===== src/rtl/burst_pkg.sv =====
package burst_pkg;
  localparam int unsigned BEAT_W = 3;
  localparam logic [2:0] BLC_4 = 3'b010;
  localparam logic [2:0] BLC_8 = 3'b011;

  // Low three column bits for a given beat; upper bits are handled by caller.
  function automatic logic [BEAT_W-1:0] low_order(
    input logic [BEAT_W-1:0] s,
    input logic [BEAT_W-1:0] idx,
    input logic              is8,
    input logic              inter
  );
    logic [1:0] nib;
    logic       hi;
    if (inter) begin
      nib = s[1:0] ^ idx[1:0];
      hi  = is8 ? (s[2] ^ idx[2]) : s[2];
    end else begin
      nib = s[1:0] + idx[1:0];
      hi  = is8 ? (s[2] ^ idx[2]) : s[2];
    end
    return {hi, nib};
  endfunction

  function automatic logic [BEAT_W-1:0] final_beat(input logic is8);
    return is8 ? 3'd7 : 3'd3;
  endfunction
endpackage


===== src/rtl/burst_cfg_decode.sv =====
module burst_cfg_decode
  import burst_pkg::*;
(
  input  logic [2:0] bl_sel,
  output logic       legal,
  output logic       is8
);
  always_comb begin
    legal = (bl_sel == BLC_4) || (bl_sel == BLC_8);
    is8   = (bl_sel == BLC_8);
  end
endmodule


===== src/rtl/burst_beat_ctr.sv =====
module burst_beat_ctr
  import burst_pkg::*;
(
  input  logic              clk,
  input  logic              rst_n,
  input  logic              accept,
  input  logic              is8,
  output logic              active,
  output logic [BEAT_W-1:0] idx,
  output logic              last
);
  always_comb last = active && (idx == final_beat(is8));

  always_ff @(posedge clk) begin
    if (!rst_n) begin
      active <= 1'b0;
      idx    <= '0;
    end else if (active) begin
      if (last) begin
        active <= 1'b0;
        idx    <= '0;
      end else begin
        idx <= idx + 3'd1;
      end
    end else if (accept) begin
      active <= 1'b1;
      idx    <= '0;
    end
  end
endmodule


===== src/rtl/burst_addr_map.sv =====
module burst_addr_map
  import burst_pkg::*;
#(
  parameter int unsigned COL_W = 10
) (
  input  logic [COL_W-1:0]  base,
  input  logic [BEAT_W-1:0] idx,
  input  logic              is8,
  input  logic              inter,
  output logic [COL_W-1:0]  col
);
  localparam int unsigned HI_W = COL_W - BEAT_W;
  logic [BEAT_W-1:0] low;
  always_comb begin
    low = low_order(base[BEAT_W-1:0], idx, is8, inter);
    col = {base[COL_W-1 -: HI_W], low};
  end
endmodule


===== src/rtl/burst_col_seq.sv =====
module burst_col_seq
  import burst_pkg::*;
#(
  parameter int unsigned COL_W = 10
) (
  input  logic             clk,
  input  logic             rst_n,
  input  logic             start,
  input  logic [COL_W-1:0] start_col,
  input  logic [2:0]       bl_sel,
  input  logic             btype,
  output logic [COL_W-1:0] col_out,
  output logic             col_valid,
  output logic             col_last,
  output logic             busy,
  output logic             bl_err
);
  logic              code_legal;
  logic              code_is8;
  logic              accept;
  logic              reject;
  logic              cfg_is8;
  logic              cfg_inter;
  logic [COL_W-1:0]  base_col;
  logic              active;
  logic [BEAT_W-1:0] beat_idx;
  logic              last_beat;

  burst_cfg_decode u_dec (
    .bl_sel (bl_sel),
    .legal  (code_legal),
    .is8    (code_is8)
  );

  always_comb begin
    accept = start && !active && code_legal;
    reject = start && !active && !code_legal;
  end

  always_ff @(posedge clk) begin
    if (!rst_n) begin
      cfg_is8   <= 1'b0;
      cfg_inter <= 1'b0;
      base_col  <= '0;
      bl_err    <= 1'b0;
    end else begin
      bl_err <= reject;
      if (accept) begin
        cfg_is8   <= code_is8;
        cfg_inter <= btype;
        base_col  <= start_col;
      end
    end
  end

  burst_beat_ctr u_ctr (
    .clk    (clk),
    .rst_n  (rst_n),
    .accept (accept),
    .is8    (cfg_is8),
    .active (active),
    .idx    (beat_idx),
    .last   (last_beat)
  );

  burst_addr_map #(.COL_W(COL_W)) u_map (
    .base  (base_col),
    .idx   (beat_idx),
    .is8   (cfg_is8),
    .inter (cfg_inter),
    .col   (col_out)
  );

  always_comb begin
    col_valid = active;
    col_last  = last_beat;
    busy      = active;
  end
endmodule


===== config.mk =====
export PLATFORM = sky130hd
export DESIGN_NAME = burst_col_seq
export DESIGN_NICKNAME = d
export VERILOG_FILES = /design/src/rtl/burst_pkg.sv /design/src/rtl/burst_cfg_decode.sv /design/src/rtl/burst_beat_ctr.sv /design/src/rtl/burst_addr_map.sv /design/src/rtl/burst_col_seq.sv
export SDC_FILE = /design/constraint.sdc
export NUM_CORES = 1
export LEC_CHECK = 0
export ABC_AREA = 1
export BUFFER_PORTS_ARGS = -buffer_cell sky130_fd_sc_hd__buf_2
export CAP_MARGIN = 10
export CELL_PAD_IN_SITES_DETAIL_PLACEMENT = 0
export CELL_PAD_IN_SITES_GLOBAL_PLACEMENT = 2
export CORE_ASPECT_RATIO = 1.2
export CORE_MARGIN = 2
export CORE_UTILIZATION = 25
export DETAILED_ROUTE_END_ITERATION = 8
export PLACE_DENSITY = 0.72
export SLEW_MARGIN = 10
export SYNTH_ARGS = -nofsm -noshare
export SYNTH_HDL_FRONTEND = slang
export SYNTH_SLANG_ARGS = --single-unit

===== constraint.sdc =====
create_clock -name clk -period 1.2 [get_ports clk]
set_input_delay 0 -clock clk [delete_from_list [all_inputs] [get_ports clk]]
set_output_delay 0 -clock clk [all_outputs]
set_load 0.005 [all_outputs]

==> impl_metrics.tcl <==
set metrics [dict create \
    yosysSeqAreaShare_pct 43.2 \
    grt_max_degree 19 \
    htree_levels 1 \
    final_area_sq_um 1090 \
    routed_via_density 4.17 \
    fp.dieH_microns 65.5 \
    min_period_ns 1.22 \
    synth_cell_types 20 \
    drc 0 \
    drtPass1Iterations 3 \
    drtAntennaViolNets 0 \
    path_class "register to output port" \
    grt_pass1_vias 693 \
    clk_pin_slew_ns 0.10 \
    syn_inst 101 \
    synth_seq_cells 17 \
    max_clock_freq_mhz 818 \
    pin_count 31 \
    max_stage_delay_ns 0.38 \
    power_density_nw_per_um2 997 \
    cts_made_buffers 3 \
    overflow 0 \
    nNetsFinal 159 \
    synth_fp_nets 120 \
    initial_core_util_pct 26.0 \
    cts_buffer_depth 2 \
    crit_arrival_ns 1.22 \
    syn_avg_cell_area_sq_um 7.79 \
    clock-sinks 17 \
    grt_pass1_wl_mm 2.79 \
    syn_area_sq_um 787 \
    cts_tree "done" \
    tns_ns -0.0222 \
    worst_pin_slew_ns 0.244 \
    maxSlewViolCount 0 \
    rrSetupSlack_ns 0.16 \
    die_area_sq_um 3610 \
    finalHoldViolations 0 \
    rows 22 \
    end_kind "output port" \
    rsz0062_at_grt "yes" \
    dpl_cell_area_sq_um 900 \
    layout_setup_ws_ns -0.0222 \
    cp_max_fo 3 \
    n_antenna_cell 0 \
    hold_path_class "input port to register" \
    hpwlAfterDp_mm 1.19 \
    fp.dieW_microns 55.2 \
    coreArea_sq_um 3030 \
    portBuffers 30 \
    cp_slowest_cell "dfxtp_4" \
    cap_violations 0 \
    track_usage_pct 9.80 \
    root_buffer "clkbuf_4" \
    wl_mm 1.72 \
    antenna_found_initial 0 \
    ir_drop_uv 548 \
    failed_checks "setup timing" \
    clk_latency_ns 0.28 \
    status "complete, but fails checks" \
    vias 730 \
    drt_iter0_drc 5 \
    fin_hold_ws_ns 0.0295 \
    ys_warn_count 0 \
    fin_skew_ns 0.00500 \
    fin_crit_sh_pct 102 \
    drive_above_1_share_pct 36.0 \
    slew_headroom_pct 83.7 \
    power.leakage_nw 0.521 \
    crit_chain "ha_4 -> inv_2 -> nor2_2 -> xor2_1 -> inv_1 -> buf_2" \
    gp_congestion 0.729 \
    wire_per_inst_microns 9.81 \
    syn2layout_area_growth_pct 38.6 \
    setup-violations-final 1 \
    cp_data_required_time_ns 1.20 \
    critPathLaunchType "register" \
]
[metrics by stage]
step / instances / total power [W] / utilization, % / setup slack, ns
floorplan: 101 / 0.000722 / - / 0.104
global route: 175 / 0.00116 / 36.0 / -0.166
global placement: 157 / 0.000765 / 29.7 / 0.133
detailed placement: 157 / 0.000767 / 29.7 / 0.104
finish: 175 / 0.00109 / 36.0 / -0.0222
CTS: 175 / 0.00111 / 35.3 / -0.0441
[cell families (layout without fill, tap and decap cells)]
| kind of cell | after synthesis | after routing | synth area share (%) |
|---|---|---|---|
| flip-flops | 17 | 17 | 43.2 |
| AND/OR/NAND/NOR | 41 | 41 | 22.1 |
| XOR/XNOR | 4 | 4 | 4.45 |
| AO/OA/AOI/OAI | 17 | 17 | 11.3 |
| adder cells (fa/ha/maj) | 2 | 2 | 3.18 |
| buffers and inverters | 20 | 58 | 15.7 |
[sequential cells by signal, indices dropped and copies added (netlist names)]
register / cells
base_col: 10
bl_err: 1
cfg_inter: 1
cfg_is8: 1
u_ctr.active: 1
u_ctr.idx: 3
[worst paths after layout]
check / end / depth (start not counted) / startpoint
hold reg to reg: base_col[6] / 2 / base_col[6]
setup reg to reg: base_col[9] / 7 / u_ctr.active
hold / removal: bl_err / 3 / bl_sel[2]
setup / recovery: col_out[1] / 6 / u_ctr.idx[0]
[report_power, final]
| part | internal, W | total, W | leakage (nW) | switching (W) |
|---|---|---|---|---|
| registers | 0.000591 | 0.000608 | 0.141 | 0.0000168 |
| logic | 0.0000992 | 0.000181 | 0.365 | 0.0000817 |
| clock network | 0.000129 | 0.000299 | 0.0150 | 0.000170 |
[metal layers]
layer	global-route usage (%)	wire, microns
met5	0	0
met4	5.49	16
met3	2.17	112
met2	17.6	811
met1	10.6	776
[cells in the mapped netlist]
library cell | instances | area share [%]
buf_4 | 8 | 7.6
buf_8 | 1 | 1.9
nand2_2 | 1 | 0.80
nand3_1 | 2 | 1.3
inv_1 | 6 | 2.9
buf_6 | 1 | 1.4
a21oi_2 | 1 | 1.1
dfxtp_1 | 17 | 43
a21oi_1 | 4 | 2.5
ha_1 | 2 | 3.2
nor2_1 | 26 | 12
inv_2 | 3 | 1.4
xor2_1 | 2 | 2.2
nand3_2 | 1 | 1.3
xnor2_1 | 2 | 2.2
buf_1 | 1 | 0.48
o21ai_0 | 12 | 7.6
nand2_4 | 1 | 1.4
nor3_1 | 1 | 0.64
nand2_1 | 9 | 4.3
[worst max-delay path: cells and delay by family, from the launching register on]
kind | cells | cell delay, ns
simple gates | 1 | 0.10
fa+ha+maj | 1 | 0.13
buf+inv | 3 | 0.20
xor+xnor | 1 | 0.14
flops | 1 | 0.38
[final cells by class]
class | instances | area [sq um]
flip-flops and latches | 17 | 348
inverters | 9 | 36.3
fillers | 341 | 1940
multi-input cells | 64 | 340
clock buffers | 4 | 26.3
repair buffers | 45 | 295
well taps | 36 | 45.0
[cells in the final DEF, fill, tap and decap left out, types with 4 or more instances in the layout]
master,instances
o21ai_0,12
buf_2,30
dlygate4sd3_1,13
nand2_1,8
dfxtp_1,13
nor2_1,25
inv_1,5
a21oi_1,4
[repair_timing]
action	4_1_cts	5_1_grt
setup buffers	1	0
pin swaps	0	2
endpoints found under the hold margin	13	0
hold buffers	13	0
gates resized for setup	4	7
endpoints found under the setup margin	2	7
Power figures use the tool's default switching activity.
